### config.mk
export PLATFORM = sky130hd
export DESIGN_NAME = flash_frame_seq
export DESIGN_NICKNAME = d
export VERILOG_FILES = /design/src/rtl/flash_seq_pkg.sv /design/src/rtl/fs_half_timer.sv /design/src/rtl/fs_lane_io.sv /design/src/rtl/flash_frame_seq.sv
export SDC_FILE = /design/constraint.sdc
export NUM_CORES = 1
export LEC_CHECK = 0
export BUFFER_PORTS_ARGS = -buffer_cell sky130_fd_sc_hd__buf_2
export CORE_MARGIN = 1
export CORE_UTILIZATION = 30
export CTS_BUF_LIST = sky130_fd_sc_hd__clkbuf_2 sky130_fd_sc_hd__clkbuf_4 sky130_fd_sc_hd__clkbuf_8
export CTS_CLUSTER_DIAMETER = 150
export CTS_CLUSTER_SIZE = 14
export DETAILED_ROUTE_END_ITERATION = 7
export GPL_TIMING_DRIVEN = 0
export HOLD_SLACK_MARGIN = 0.1
export PLACE_DENSITY = 0.43
export SETUP_SLACK_MARGIN = 0.15
export SYNTH_ARGS = -nofsm -noshare
export SYNTH_HDL_FRONTEND = slang
export SYNTH_HIERARCHICAL = 1
export SYNTH_SLANG_ARGS = --single-unit
### constraint.sdc
create_clock -name clk -period 6.1 [get_ports clk]
set_input_delay 0.305 -clock clk [delete_from_list [all_inputs] [get_ports clk]]
set_output_delay 0.305 -clock clk [all_outputs]
set_load 0.01 [all_outputs]
### src/rtl/flash_seq_pkg.sv
package flash_seq_pkg;

    localparam int LANE_MAX = 4;

    typedef enum logic [2:0] {
        ST_IDLE  = 3'd0,
        ST_LEAD  = 3'd1,
        ST_LOAD  = 3'd2,
        ST_GAP   = 3'd3,
        ST_LO    = 3'd4,
        ST_HI    = 3'd5,
        ST_TRAIL = 3'd6
    } seq_state_e;

    typedef enum logic [1:0] {
        LW_ONE  = 2'd0,
        LW_TWO  = 2'd1,
        LW_FOUR = 2'd2
    } lane_w_e;

    // lane-mode codes: which phases leave the single lane
    localparam logic [1:0] LM_PLAIN     = 2'd0;
    localparam logic [1:0] LM_DATA_WIDE = 2'd1;
    localparam logic [1:0] LM_OPC_SOLO  = 2'd2;
    localparam logic [1:0] LM_ALL_WIDE  = 2'd3;

    function automatic lane_w_e pick_width(input logic [1:0] mode, input logic quad,
                                           input logic in_cmd, input logic first_byte);
        lane_w_e wide;
        lane_w_e res;
        wide = quad ? LW_FOUR : LW_TWO;
        if (in_cmd) begin
            if (mode == LM_ALL_WIDE)
                res = wide;
            else if (mode == LM_OPC_SOLO && !first_byte)
                res = wide;
            else
                res = LW_ONE;
        end else begin
            res = (mode == LM_PLAIN) ? LW_ONE : wide;
        end
        return res;
    endfunction

    function automatic logic [2:0] lane_count(input lane_w_e w);
        case (w)
            LW_TWO:  return 3'd2;
            LW_FOUR: return 3'd4;
            default: return 3'd1;
        endcase
    endfunction

    function automatic logic [3:0] clocks_per_byte(input lane_w_e w);
        case (w)
            LW_TWO:  return 4'd4;
            LW_FOUR: return 4'd2;
            default: return 4'd8;
        endcase
    endfunction

    function automatic logic [3:0] lane_mask(input lane_w_e w);
        case (w)
            LW_TWO:  return 4'b0011;
            LW_FOUR: return 4'b1111;
            default: return 4'b0001;
        endcase
    endfunction

endpackage

### src/rtl/fs_half_timer.sv
module fs_half_timer #(
    parameter int DIV_W = 4
) (
    input  logic             clk,
    input  logic             rst,
    input  logic             run,
    input  logic [DIV_W-1:0] div,
    output logic             expire
);
    logic [DIV_W-1:0] cnt;
    logic [DIV_W-1:0] reload;

    // a divider of zero behaves as one
    always_comb reload = (div == '0) ? '0 : div - 1'b1;

    always_ff @(posedge clk) begin
        if (rst)
            cnt <= '0;
        else if (!run || cnt == '0)
            cnt <= reload;
        else
            cnt <= cnt - 1'b1;
    end

    assign expire = run && (cnt == '0);
endmodule

### src/rtl/fs_lane_io.sv
module fs_lane_io
    import flash_seq_pkg::*;
(
    input  lane_w_e    width,
    input  logic       active,
    input  logic       drive,
    input  logic [7:0] tx_sh,
    input  logic [3:0] dq_i,
    output logic [3:0] dq_o,
    output logic [3:0] dq_oe,
    output logic [3:0] rx_bits
);
    logic [2:0] n;
    logic [7:0] aligned;
    logic [3:0] mask;

    always_comb begin
        n       = lane_count(width);
        mask    = lane_mask(width);
        aligned = tx_sh >> (4'd8 - {1'b0, n});
    end

    for (genvar l = 0; l < LANE_MAX; l++) begin : g_lane
        assign dq_oe[l] = active && drive && mask[l];
        assign dq_o[l]  = dq_oe[l] ? aligned[l] : 1'b0;
    end

    assign rx_bits = (width == LW_ONE) ? {3'b000, dq_i[1]} : (dq_i & mask);
endmodule

### src/rtl/flash_frame_seq.sv
module flash_frame_seq
    import flash_seq_pkg::*;
#(
    parameter int TOTAL_W = 32,
    parameter int CMD_W   = 9,
    parameter int IDLE_W  = 4,
    parameter int DIV_W   = 4
) (
    input  logic               clk,
    input  logic               rst,
    input  logic               start,
    input  logic [TOTAL_W-1:0] cfg_total_bytes,
    input  logic [CMD_W-1:0]   cfg_cmd_bytes,
    input  logic [IDLE_W-1:0]  cfg_idle_clks,
    input  logic [1:0]         cfg_lane_mode,
    input  logic               cfg_quad,
    input  logic [DIV_W-1:0]   cfg_div,
    input  logic               cfg_sclk_hi,
    input  logic [7:0]         tx_data,
    input  logic               tx_valid,
    output logic               tx_ready,
    output logic [7:0]         rx_data,
    output logic               rx_valid,
    output logic               sclk,
    output logic               cs_n,
    output logic [3:0]         dq_o,
    output logic [3:0]         dq_oe,
    input  logic [3:0]         dq_i,
    output logic               busy,
    output logic               ready,
    output logic               tx_done,
    output logic               rx_done
);
    localparam int CLKCNT_W = 4;

    seq_state_e           state;
    logic [TOTAL_W-1:0]   total_r, cmd_r, byte_idx, cmd_ext;
    logic [IDLE_W-1:0]    idle_r, gap_left;
    logic [1:0]           mode_r;
    logic                 quad_r, cpol_r;
    logic [DIV_W-1:0]     div_r, div_sel;
    logic                 gap_done, gap_hi, cur_cmd;
    lane_w_e              cur_w, load_w;
    logic [CLKCNT_W-1:0]  clk_left;
    logic [7:0]           tx_sh, rx_sh;
    logic                 tmr_run, tmr_exp, in_cmd_now, in_byte, lane_drive;
    logic [2:0]           cur_n;
    logic [3:0]           rx_bits;

    always_comb begin
        cmd_ext    = TOTAL_W'(cfg_cmd_bytes);
        in_cmd_now = byte_idx < cmd_r;
        load_w     = pick_width(mode_r, quad_r, in_cmd_now, byte_idx == '0);
        cur_n      = lane_count(cur_w);
        tmr_run    = state inside {ST_LEAD, ST_GAP, ST_LO, ST_HI, ST_TRAIL};
        div_sel    = (state == ST_IDLE) ? cfg_div : div_r;
        in_byte    = state inside {ST_LO, ST_HI};
        lane_drive = cur_cmd || (cur_w == LW_ONE);
        busy       = state != ST_IDLE;
        ready      = !busy;
        cs_n       = !busy;
        tx_ready   = (state == ST_LOAD) && in_cmd_now;
        case (state)
            ST_IDLE: sclk = cfg_sclk_hi;
            ST_GAP:  sclk = gap_hi;
            ST_LO:   sclk = 1'b0;
            ST_HI:   sclk = 1'b1;
            default: sclk = cpol_r;
        endcase
    end

    fs_half_timer #(.DIV_W(DIV_W)) timer_i (
        .clk(clk), .rst(rst), .run(tmr_run), .div(div_sel), .expire(tmr_exp)
    );

    fs_lane_io lanes_i (
        .width(cur_w), .active(in_byte), .drive(lane_drive), .tx_sh(tx_sh),
        .dq_i(dq_i), .dq_o(dq_o), .dq_oe(dq_oe), .rx_bits(rx_bits)
    );

    always_ff @(posedge clk) begin
        if (rst) begin
            state    <= ST_IDLE;
            total_r  <= '0;
            cmd_r    <= '0;
            byte_idx <= '0;
            idle_r   <= '0;
            gap_left <= '0;
            mode_r   <= LM_PLAIN;
            quad_r   <= 1'b0;
            cpol_r   <= 1'b0;
            div_r    <= '0;
            gap_done <= 1'b0;
            gap_hi   <= 1'b0;
            cur_cmd  <= 1'b0;
            cur_w    <= LW_ONE;
            clk_left <= '0;
            tx_sh    <= '0;
            rx_sh    <= '0;
            rx_data  <= '0;
            rx_valid <= 1'b0;
            tx_done  <= 1'b0;
            rx_done  <= 1'b0;
        end else begin
            rx_valid <= 1'b0;
            tx_done  <= 1'b0;
            rx_done  <= 1'b0;
            case (state)
                ST_IDLE: begin
                    if (start && cfg_total_bytes != '0) begin
                        total_r  <= cfg_total_bytes;
                        cmd_r    <= (cmd_ext > cfg_total_bytes) ? cfg_total_bytes : cmd_ext;
                        idle_r   <= cfg_idle_clks;
                        mode_r   <= cfg_lane_mode;
                        quad_r   <= cfg_quad;
                        div_r    <= cfg_div;
                        cpol_r   <= cfg_sclk_hi;
                        byte_idx <= '0;
                        gap_done <= 1'b0;
                        state    <= ST_LEAD;
                    end
                end
                ST_LEAD: if (tmr_exp) state <= ST_LOAD;
                ST_LOAD: begin
                    rx_sh    <= '0;
                    cur_w    <= load_w;
                    clk_left <= clocks_per_byte(load_w);
                    if (in_cmd_now) begin
                        if (tx_valid) begin
                            tx_sh   <= tx_data;
                            cur_cmd <= 1'b1;
                            state   <= ST_LO;
                        end
                    end else if (idle_r != '0 && !gap_done) begin
                        gap_left <= idle_r;
                        gap_hi   <= 1'b0;
                        gap_done <= 1'b1;
                        state    <= ST_GAP;
                    end else begin
                        tx_sh   <= 8'hFF;
                        cur_cmd <= 1'b0;
                        state   <= ST_LO;
                    end
                end
                ST_GAP: begin
                    if (tmr_exp) begin
                        if (!gap_hi) begin
                            gap_hi <= 1'b1;
                        end else if (gap_left == IDLE_W'(1)) begin
                            state <= ST_LOAD;
                        end else begin
                            gap_left <= gap_left - 1'b1;
                            gap_hi   <= 1'b0;
                        end
                    end
                end
                ST_LO: begin
                    if (tmr_exp) begin
                        rx_sh <= (rx_sh << cur_n) | {4'b0000, rx_bits};
                        state <= ST_HI;
                    end
                end
                ST_HI: begin
                    if (tmr_exp) begin
                        if (clk_left > CLKCNT_W'(1)) begin
                            clk_left <= clk_left - 1'b1;
                            tx_sh    <= tx_sh << cur_n;
                            state    <= ST_LO;
                        end else begin
                            if (!cur_cmd) begin
                                rx_data  <= rx_sh;
                                rx_valid <= 1'b1;
                            end
                            if (cur_cmd && byte_idx == cmd_r - 1'b1)
                                tx_done <= 1'b1;
                            if (!cur_cmd && byte_idx == total_r - 1'b1)
                                rx_done <= 1'b1;
                            byte_idx <= byte_idx + 1'b1;
                            state    <= (byte_idx == total_r - 1'b1) ? ST_TRAIL : ST_LOAD;
                        end
                    end
                end
                ST_TRAIL: if (tmr_exp) state <= ST_IDLE;
                default: state <= ST_IDLE;
            endcase
        end
    end

    // an accepted start with bytes to send opens a frame
    assert_start_busy_R1: assert property (@(posedge clk) disable iff (rst)
        (start && ready && cfg_total_bytes != '0) |=> busy);

    // inside a frame the clock level moves only on a half-period boundary
    assert_half_edge_R2: assert property (@(posedge clk) disable iff (rst)
        (busy && $past(busy) && $past(state) != ST_LOAD && sclk != $past(sclk))
        |-> $past(tmr_exp));

    // chip select never falls together with a clock edge
    assert_cs_quiet_R3: assert property (@(posedge clk) disable iff (rst)
        $fell(cs_n) |-> sclk == $past(sclk));

    // received bytes only surface while a frame is open
    assert_rx_in_frame_R5: assert property (@(posedge clk) disable iff (rst)
        rx_valid |-> busy);

    // lanes are released throughout the idle clocks
    assert_gap_release_R8: assert property (@(posedge clk) disable iff (rst)
        (state == ST_GAP) |-> dq_oe == 4'b0000);

    // a missing transmit byte freezes the bus
    assert_stall_hold_R9: assert property (@(posedge clk) disable iff (rst)
        (tx_ready && !tx_valid) |=> ($stable(sclk) && $stable(cs_n) && dq_oe == 4'b0000));

    // the two phase-end events never coincide
    assert_done_apart_R10: assert property (@(posedge clk) disable iff (rst)
        !(tx_done && rx_done));
endmodule

Word-level counts from Yosys, hierarchy flattened. Index checks and enable logic that the tools add are counted.

Logic and storage cells: 190. Memory bits (writable): 0. Output and inout bits: 24. Bits of input ports: 69. Memory bits (read-only): 0. Memories kept: 0. Bits in latches: 0. Register bits after elaboration: 155.

Add/subtract/negate cells: 8. Eq/ne operators: 32. $mul: 0. Div/mod/pow operators: 0. Mux-type cells: 69. Shift-type cells: 3. Reduce and logical (&&, ||, !) cells: 47. Bitwise gates (word level): 6. $lt $le $gt $ge: 3.

Operators by type and width (count): two-way mux 32 bit (4); == test 32 bit (2); case mux 32 bit (2 select lines) (1); subtractor 32 x 1 -> 32 bit, second input constant (2); two-way mux 8 bit (6); two-way mux 4 bit (11); two-way mux 3 bit (13); adder 32 x 1 -> 32 bit, second input constant (1); greater-than comparator 9 x 32 -> 1 bit (1); zero test 32 bit (1); less-than comparator 32 bit (1); case mux 4 bit (2 select lines) (4); case mux 8 bit (2 select lines) (2); nonzero test 32 bit (1); case mux 3 bit (7 select lines) (1); two-way mux 1 bit (18); inequality test 2 x 1 -> 1 bit, second input constant (9); AND reduction 4 bit (4); << shifter 8 x 3 -> 8 bit (2); subtractor 4 x 1 -> 4 bit, second input constant (4); logical AND 1 bit (12); inequality test 2 bit, second input constant (6); nonzero test 2 bit (6); two-way mux 2 bit (5); 30 further kinds (51).

Longest topological paths before layout. Gate-level depths: netlist of the first run.

Depth after elaboration: 9. Depth in mapped cells: 15. Gate-level depth less buffers: 14.

Cells and area by module. The synthesis of the first run kept the hierarchy.

Modules (own cells, without submodules): flash_frame_seq (seq. area each 3022.9 um2, cells each 1284, area each 9923.3 um2, times used 1); fs_half_timer (seq. area each 80.1 um2, cells each 29, area each 266.5 um2, times used 1); fs_lane_io (seq. area each 0.0 um2, cells each 20, area each 180.2 um2, times used 1).

Worst setup path after synthesis of the first run. OpenSTA, ideal clock, no wires.

Path kind: reg-to-reg. Start: reg cmd_r[7]. End: reg clk_left[2]. Cell stages (with the launch flop): 14. Library setup time: 0.070 ns. Data required time: 6.030 ns. Clock period less this slack: 3.001 ns. Path buffers: 0. Data arrival time: 2.931 ns. Path slack: 3.099 ns. Path through: dfxtp_1 inv_1 ha_1 a2111o_1 o211ai_1 o31ai_1 a21o_1 o31a_1 a21oi_1 nand2b_1 ha_1 a21oi_1 or2_2 a21oi_1.

Cells in the longest elaborated chain, start to end: 5. Elaborated cells on any way between the ends: 6. Those cells by class: order compare: 1; eq/ne: 2; mux: 3.

Ends and longest elaborated chain: start: declaration (RTL line flash_frame_seq.sv:37) `logic [TOTAL_W-1:0] total_r, cmd_r, byte_idx, cmd_ext;`; start signal: assignment (RTL line flash_frame_seq.sv:112) `cmd_r <= (cmd_ext > cfg_total_bytes) ? cfg_total_bytes : cmd_ext;`; less-than comparator 32 bit * (RTL line flash_frame_seq.sv:52) `in_cmd_now = byte_idx < cmd_r;`; two-way mux 2 bit * (RTL line flash_seq_pkg.sv:32) `if (in_cmd) begin`; == test 2 bit or == test 2 x 1 -> 1 bit (tied branches) (RTL line flash_seq_pkg.sv:54) `case (w)`; case mux 4 bit (2 select lines) * (RTL line flash_seq_pkg.sv:54); case mux 4 bit (2 select lines) * (RTL line flash_frame_seq.sv:108) `case (state)`; end signal: assignment (RTL line flash_frame_seq.sv:127) `clk_left <= clocks_per_byte(load_w);`; end signal: assignment (RTL line flash_frame_seq.sv:166) `clk_left <= clk_left - 1'b1;`; end: declaration (RTL line flash_frame_seq.sv:44) `logic [CLKCNT_W-1:0] clk_left;`.

Every way passes the cells marked *; elsewhere a longest branch is shown, timed or not. A chain may end at the register's enable or synchronous reset.

Final worst setup path of the first run.
Start: reg state[2]. End: reg byte_idx[2].

Cells in the longest elaborated chain, start to end: 5. Elaborated cells on any way between the ends: 14. Those cells by class: eq/ne: 8; mux: 1; reduce/logical: 5.

Ends and longest elaborated chain: start: declaration (RTL line flash_frame_seq.sv:36) `seq_state_e state;`; start signal: assignment (RTL line flash_frame_seq.sv:179) `state <= (byte_idx == total_r - 1'b1) ? ST_TRAIL : ST_LOAD;`; == test 3 x 1 -> 1 bit, or another cell as far along (RTL line flash_frame_seq.sv:55) `tmr_run = state inside {ST_LEAD, ST_GAP, ST_LO, ST_HI, ST_TRAIL};`; nonzero test 5 bit * (RTL line flash_frame_seq.sv:55); net tmr_run (RTL line flash_frame_seq.sv:46) `logic tmr_run, tmr_exp, in_cmd_now, in_byte, lane_drive;`; logical AND 1 bit * (RTL line fs_half_timer.sv:25) `assign expire = run && (cnt == '0);`; net tmr_exp (RTL line flash_frame_seq.sv:46); inequality test 2 x 1 -> 1 bit (no line) *; AND reduction 4 bit (no line) *; end signal: assignment (RTL line flash_frame_seq.sv:178) `byte_idx <= byte_idx + 1'b1;`; end: declaration (RTL line flash_frame_seq.sv:37).

The timed path passes the listed nets; every way through them passes the cells marked *.

==> results of run 1 <==
-- sequential cells by signal (all words and copies together), names as in the netlist, 2 cells and up --
name         flops
div_r            4
mode_r           2
rx_data          8
timer_i/cnt      4
tx_sh            8
byte_idx        32
cur_w            2
clk_left         4
rx_sh            8
total_r         32
state            3
idle_r           4
cmd_r           32
gap_left         4
-- Yosys cell counts (9+ instances only) --
cell,count,area (um2)
xor2_1,47,412
and3_1,10,62.6
nor2_1,137,514
nor4_1,34,213
a211oi_1,19,143
mux2i_1,39,390
o21ai_0,37,185
o31ai_1,11,82.6
dfxtp_1,155,3100
clkbuf_1,73,274
mux2_2,11,124
or3_1,20,125
and2_1,9,56.3
nand2_1,141,529
nor3_1,35,175
nor2b_1,12,75.1
a21oi_1,116,581
nand3_1,32,160
inv_1,65,244
nand2b_1,16,100
ha_1,58,726
a22oi_1,10,75.1
nand4_1,31,194
xnor2_1,58,508
-- how the worst min path moves through the flow --
stage | from | endpoint | cells after the start
after floorplan | rst | timer_i/cnt[1] | 1
after global placement | div_r[1] | div_r[1] | 2
after detailed placement | div_r[3] | div_r[3] | 2
after CTS | tx_data[0] | tx_sh[0] | 3
after global routing | tx_data[0] | tx_sh[0] | 3
final | tx_data[0] | tx_sh[0] | 3
-- routing by layer --
metal | vias to the layer above | global-route usage, %
met2 | 179 | 32.3
met3 | 42 | 3.14
met4 | 0 | 6.72
met1 | 4659 | 25.2
met5 | - | 0
li1 | 5084 | -
-- placed cells by master, fill, tap and decap left out, drive strengths merged, types with 7 or more instances in the layout --
| cell | n |
|---|---|
| o211ai | 8 |
| or3 | 20 |
| buf | 103 |
| or2 | 7 |
| o21ai | 37 |
| dfxtp | 155 |
| clkbuf | 95 |
| nor3 | 36 |
| nor4 | 35 |
| mux2 | 11 |
| dlygate4sd3 | 44 |
| o22ai | 8 |
| o311ai | 7 |
| or4 | 9 |
| nor2b | 12 |
| nand2 | 141 |
| mux2i | 39 |
| o31ai | 11 |
| xnor2 | 58 |
| nor3b | 7 |
| a211oi | 19 |
| and2 | 10 |
| a22oi | 10 |
| nand2b | 16 |
| nand3 | 32 |
| nor2 | 137 |
| and3 | 14 |
| ha | 58 |
| inv | 66 |
| nand4 | 31 |
| a21oi | 116 |
| xor2 | 47 |
-- stage by stage --
stage | total power, mW | utilization [%] | setup slack, ns | area [um2]
after CTS | 4.17 | 36.5 | 1.16 | 12300
after floorplan | 2.61 | - | 3.10 | 10400
after global placement | 3.17 | 33.7 | 1.29 | 11400
final | 4.14 | 36.5 | 1.28 | 12300
after global routing | 4.43 | 36.5 | 0.720 | 12300
after detailed placement | 3.16 | 33.8 | 1.21 | 11400
-- area by class of cell --
| type | count | area (um2) |
|---|---|---|
| Fill cell | 3594 | 21500 |
| Multi-Input combinational cell | 1028 | 6690 |
| Sequential cell | 155 | 3100 |
| Timing Repair Buffer | 137 | 908 |
| Tap cell | 448 | 561 |
| Buffer | 85 | 338 |
| Clock buffer | 20 | 263 |
| Inverter | 65 | 244 |
| Clock inverter | 11 | 216 |
-- power groups by stage --
| stage | Combinational (mW) | Sequential (mW) | Clock (mW) |
|---|---|---|---|
| 6_report | 1.86 | 1.30 | 0.970 |
| 5_1_grt | 2.07 | 1.32 | 1.04 |
| 4_1_cts | 1.87 | 1.30 | 0.996 |
| 3_5_place_dp | 1.84 | 1.32 | 0 |
| 3_3_place_gp | 1.84 | 1.32 | 0 |
| 2_1_floorplan | 1.35 | 1.26 | 0 |
-- cell families after synthesis --
family                     after synthesis  share of synthesized area, %
adders and majority gates               58                          7.00
muxes                                   51                          5.18
and+or+nand+nor                        531                          25.7
AOI/OAI and AO/OA                      282                          17.5
buffers and inverters                  150                          5.61
DFF                                    155                          29.9
xor gates and xnor gates               106                          9.10
-- worst max-delay path: cells and delay by family (launching register included) --
family                 cells  cell delay, ns
AOI/OAI and AO/OA          2            1.01
buffers and inverters      4            1.59
and+or+nand+nor            6            1.72
DFF                        1            0.34
==> impl_results.md, run 1 <==
- CP cell instances: clkbuf_1, nor2_1, a21oi_1, inv_1, nor2_1, nand4_1, a21oi_1, nand2_1, nand2b_1, clkbuf_1, buf_1, nor2_1
- Inst Count DP: 1874
- Vias per cell: 5.11
- Critical Path End Type: flip-flop
- Initial Util: 30.7%
- Core area: 0.0338 mm2
- First-pass GRT wire length: 53000 um
- Final Cycle Share: 78.9%
- CTS tree: done
- Sequential-to-total area share from yosys stat: 29.9%
- Remaining antenna violation count: 0
- DRT Pass-1 Iters: 4
- Post-route insts no fill: 1949
- IO Pins: 93
- Post-Route WL: 34000 um
- Antenna diodes: 0
- Routed WL per cell: 17.4 um
- Synth warn: 6
- Crit path kind: reg2reg
- Post-DP HPWL: 26700 um
- Synth Flop Type: dfxtp_1
- R2R Path Start: state[2]
- Worst Hold Class: in2reg
- Setup TNS: 0 ns
- Post-route met1 wirelength: 16300 um
- Via count: 9964
- CTS resizes: 0
- Final Hold Viols: 0
- Slowest stage cell, crit path: buf_1
- CTS clk-pin slew, worst paths: 0.09 ns
- Max-cap check violation count: 0
- Max Clock Freq: 208 MHz
- RSZ-0062 raised after global routing: no
- Met3 WL: 929 um
- Gpl congestion: 0.875
- Clk_lat worst skew: 0.48 ns
- Gr ovfl total: 0
- Worst Clk Skew: 0.0139 ns
- Combinational power share: 45.1%
- Die ar.: 0.0353 mm2
- IO buf count: 92
- Total CTS buffers: 17
- Clock sink total: 155
- Worst Max-Slew Pin Slew: 1.26 ns
- Netlist cell types: 85
- Worst reg2reg setup slack: 1.28 ns
- Startpoint types: flip-flop
- Clock power share: 23.5%
- First DRT Iteration DRCs: 437
- Layout Area Growth over Synthesis: 18.8%
- Synth Instances: 1333
- Outcome: completed
- Die X: 188 um
- Vias in the first global route: 9468
- Critical Path End: byte_idx[2]
- Worst EP arrival: 5.15 ns
- CP dominant cell by count: nor2_1
- Setup bufs post-CTS: 0
- Number of H-tree levels: 4
- R2r endpoint: byte_idx[2]
- Yosys reg bits: 155
- Worst R2R Path Depth: 12
- CTS Root Cell: clkbuf_8
- Share of cells above drive strength 1: 11.5%
- Overall Global Routing Usage: 19.4%
- Min Hold Slack: 0.165 ns
- Clock Path Buffers: 2
- Fin crit period: 4.82 ns
- Largest net degree at the start of global routing: 17
- Chip Height: 188 um
- Row Count: 67
- Leak pwr: 4.66 nW
- Switching part of the total: 41.2%
- Final nets: 1616
- CP max FO: 10
- Final setup vio count: 0
- Syn avg cell area: 7.78 um2
- Ys async rst share: 0%
- Max_slew headroom: 15.4%
- Post-Syn Nets: 1460
- Max layer used: met4
- CP startpoint: state[2]
- CTS hold repair buffers: 44
- CP max stage delay: 0.71 ns
- Antenna violations before repair: 0
- Peak supply drop: 0.000166 V
- EDFF count, synth: 0
- Pwr Density: 336 mW/mm2
- Synth Cell Area: 0.0104 mm2
- Net switching power: 1.70 mW
- Worst Path Required: 6.43 ns
- Max-slew violations: 0
- Internal: 2.43 mW
- Met2 WL: 16000 um
- Drt drc: 0
- Share of power burned in registers: 31.4%
No activity file was read; power rests on OpenSTA's default activity.
==> run 2: changes to the inputs <==
ABC_AREA = 1   (was default)
clock period = 4.8 ns   (was 6.1 ns; I/O delays follow)
==> impl_results.md, run 2 <==
- Max-cap check violation count: 0 (unchanged)
- Remaining antenna violation count: 0 (unchanged)
- GRT Max-Usage Layer: met2 (unchanged)
- Synth Instances: 1836 (was 1333)
- Number of H-tree levels: 4 (unchanged)
- Met2 Use GR: 37.4% (was 32.3%)
- Synth Cell Area: 0.0117 mm2 (was 0.0104 mm2)
- IO buf count: 92 (unchanged)
- RSZ-0062 raised after global routing: no (unchanged)
- Gpl congestion: 0.905 (was 0.875)
- Critical Path End Type: flip-flop (unchanged)
- Design Power: 5.69 mW (was 4.14 mW)
- Post-Syn Nets: 1963 (was 1460)
- CTS Root Cell: clkbuf_8 (unchanged)
- Row Count: 71 (was 67)
- CTS clk-pin slew, worst paths: 0.11 ns (was 0.09 ns)
- Global Route met3 Usage: 3.81% (was 3.14%)
- CP max FO: 10 (unchanged)
- Share of cells above drive strength 1: 12.8% (was 11.5%)
- Final setup vio count: 0 (unchanged)
- Startpoint types: flip-flop (unchanged)
- Die ar.: 0.0398 mm2 (was 0.0353 mm2)
- Yosys reg bits: 155 (unchanged)
- Max Clock Freq: 292 MHz (was 208 MHz)
- First-pass GRT wire length: 65200 um (was 53000 um)
- Setup bufs post-CTS: 0 (unchanged)
- IO Pins: 93 (unchanged)
- Most frequent cells in the layout: nand2_1 (461), nor2_1 (230), inv_1 (187) (was dfxtp_1 (155), nand2_1 (141), nor2_1 (137))
- Most frequent cell after synthesis: nand2_1 (was dfxtp_1)
- CP cell instances: inv_1, ha_1, inv_1, a21oi_1, o21ai_0, a21oi_1, o21ai_0, nand2_1, nand2_1, buf_2, nand3_1, nand2_1, inv_1, ha_1, o21ai_0, a21oi_1 (was clkbuf_1, nor2_1, a21oi_1, inv_1, nor2_1, nand4_1, a21oi_1, nand2_1, nand2b_1, clkbuf_1, buf_1, nor2_1)
- Worst Hold Class: in2reg (unchanged)
- Setup TNS: 0 ns (unchanged)
- Vias in the first global route: 12100 (was 9468)
- Antenna violations before repair: 2 (was 0)
- Leak pwr: 6.05 nW (was 4.66 nW)
- Max_slew headroom: 22.1% (was 15.4%)
- Chip Height: 200 um (was 188 um)
- Worst Clk Skew: 0.0214 ns (was 0.0139 ns)
- Post-Route WL: 41300 um (was 34000 um)
- Synth Flop Type: dfxtp_1 (unchanged)
- Pwr Density: 414 mW/mm2 (was 336 mW/mm2)
- Netlist cell types: 56 (was 85)
- Syn avg cell area: 6.38 um2 (was 7.78 um2)
- Sequential-to-total area share from yosys stat: 26.5% (was 29.9%)
- Slowest stage cell, crit path: dfxtp_1 (was buf_1)
- Top-area cell type share of the netlist area: 26.5% (was 29.9%)
- Total CTS buffers: 17 (unchanged)
- Post-DP HPWL: 33800 um (was 26700 um)
- Core area: 0.0380 mm2 (was 0.0338 mm2)
- EDFF count, synth: 0 (unchanged)
- Max-slew violations: 0 (unchanged)
- Synth top area cells: dfxtp_1 (27%), nand2_1 (15%), nor2_1 (7.4%) (was dfxtp_1 (30%), ha_1 (7.0%), a21oi_1 (5.6%))
- Vias per cell: 4.78 (was 5.11)
- Antenna diodes: 0 (unchanged)
- Worst Path Required: 5.18 ns (was 6.43 ns)
- Worst Max-Slew Pin Slew: 1.16 ns (was 1.26 ns)
- Crit path kind: reg2reg (unchanged)
- Inst Count DP: 2439 (was 1874)
- Commonest non-fill, non-tap cell in the layout: nand2_1 (was dfxtp_1)
- Gr ovfl total: 0 (unchanged)
- Overall Global Routing Usage: 21.6% (was 19.4%)
- Clock Path Buffers: 2 (unchanged)
- Drt drc: 0 (unchanged)
- Clock sink total: 155 (unchanged)
- DRT Pass-1 Iters: 5 (was 4)
- Post-route insts no fill: 2524 (was 1949)
- Largest net degree at the start of global routing: 17 (unchanged)
- Die X: 200 um (was 188 um)
- Met1 GRT Util: 26.5% (was 25.2%)
- Clk_lat worst skew: 0.52 ns (was 0.48 ns)
- Layout Area Growth over Synthesis: 17.3% (was 18.8%)
- Fin crit period: 3.42 ns (was 4.82 ns)
- Ys async rst share: 0% (unchanged)
- Peak supply drop: 0.000187 V (was 0.000166 V)
- Worst reg2reg setup slack: 1.38 ns (was 1.28 ns)
- Via count: 12100 (was 9964)
- Largest regs: byte_idx x32, cmd_r x32, total_r x32 (unchanged)
- Worst EP arrival: 3.80 ns (was 5.15 ns)
- Final nets: 2127 (was 1616)
- Post-synth top area cell: dfxtp_1 (unchanged)
- Min Hold Slack: 0.153 ns (was 0.165 ns)
- Outcome: completed (unchanged)
- Layout Utilization: 36.1% (was 36.5%)
- Final Hold Viols: 0 (unchanged)
- First DRT Iteration DRCs: 515 (was 437)
- Filler cell count in the final layout: 4262 (was 3594)
- CP max stage delay: 0.39 ns (was 0.71 ns)
- CTS tree: done (unchanged)
- Initial Util: 30.8% (was 30.7%)
- Synth warn: 6 (unchanged)
- Final Cycle Share: 71.3% (was 78.9%)
- Routed WL per cell: 16.4 um (was 17.4 um)
- Synth top cells by count: nand2_1 (461), nor2_1 (230), inv_1 (187), dfxtp_1 (155), a21oi_1 (141) (was dfxtp_1 (155), nand2_1 (141), nor2_1 (137), a21oi_1 (116), clkbuf_1 (73))
-- run 2: changes by cell type after synthesis, sizes merged, moves of 43 or more --
cell,delta
clkbuf,-44
inv,+137
nand2,+340
nand3,+43
nor2,+122
o21ai,+79
-- run 2: path summary, 6_finish.rpt --
kind	from	to	cells after the start
worst max-delay path	byte_idx[0]	clk_left[3]	16
worst min-delay path	tx_data[1]	tx_sh[1]	5
worst max register to register	byte_idx[0]	clk_left[3]	16
worst min register to register	div_r[0]	div_r[0]	2
-- run 2: layout make-up --
type                            instances  area [um2]  area share [%]
Buffer                                 72         335            2.44
Clock buffer                           18         248            1.80
Clock inverter                         14         148            1.08
Inverter                              203         762            5.55
Multi-Input combinational cell       1406        7510            54.7
Sequential cell                       155        3100            22.6
Tap cell                              511         639            4.66
Timing Repair Buffer                  145         991            7.22
-- run 2: worst max-delay path, delay by kind of cell, from the launching register on --
family | cells | cell delay (ns)
compound gates | 6 | 0.99
fa+ha+maj | 2 | 0.51
buf+inv | 4 | 0.66
flops | 1 | 0.39
simple gates | 4 | 0.75
-- run 2: kinds of logic after synthesis --
family | after synthesis | share of synthesized area [%]
buffers and inverters | 275 | 9.37
DFF | 155 | 26.5
AOI/OAI and AO/OA | 296 | 13.6
and+or+nand+nor | 949 | 36.5
xor gates and xnor gates | 99 | 7.47
adders and majority gates | 58 | 6.20
muxes | 4 | 0.353
-- run 2: repair_timing --
action                                 CTS  global route
resized for setup                        0             0
hold buffers                            53             0
endpoints found under the hold margin   56             0
-- run 2: through the flow --
stage               area, um2  worst slack, ns
floorplan               11700             2.47
global placement        12800             1.29
detailed placement      12800             1.29
CTS                     13700             1.28
global route            13700             1.14
finish                  13700             1.38
-- run 2: power breakdown --
part	switching (mW)	internal, mW	leakage [nW]
Sequential	0.199	1.46	1.26
Combinational	2.01	0.990	4.59
Clock	0.594	0.443	0.200
Total	2.80	2.89	6.05
-- run 2: layer usage --
layer  vias up  wire, um
li1       6266         -
met1      5540     19000
met2       194     19800
met3        54      1360
met4         2      1160
met5         -        13
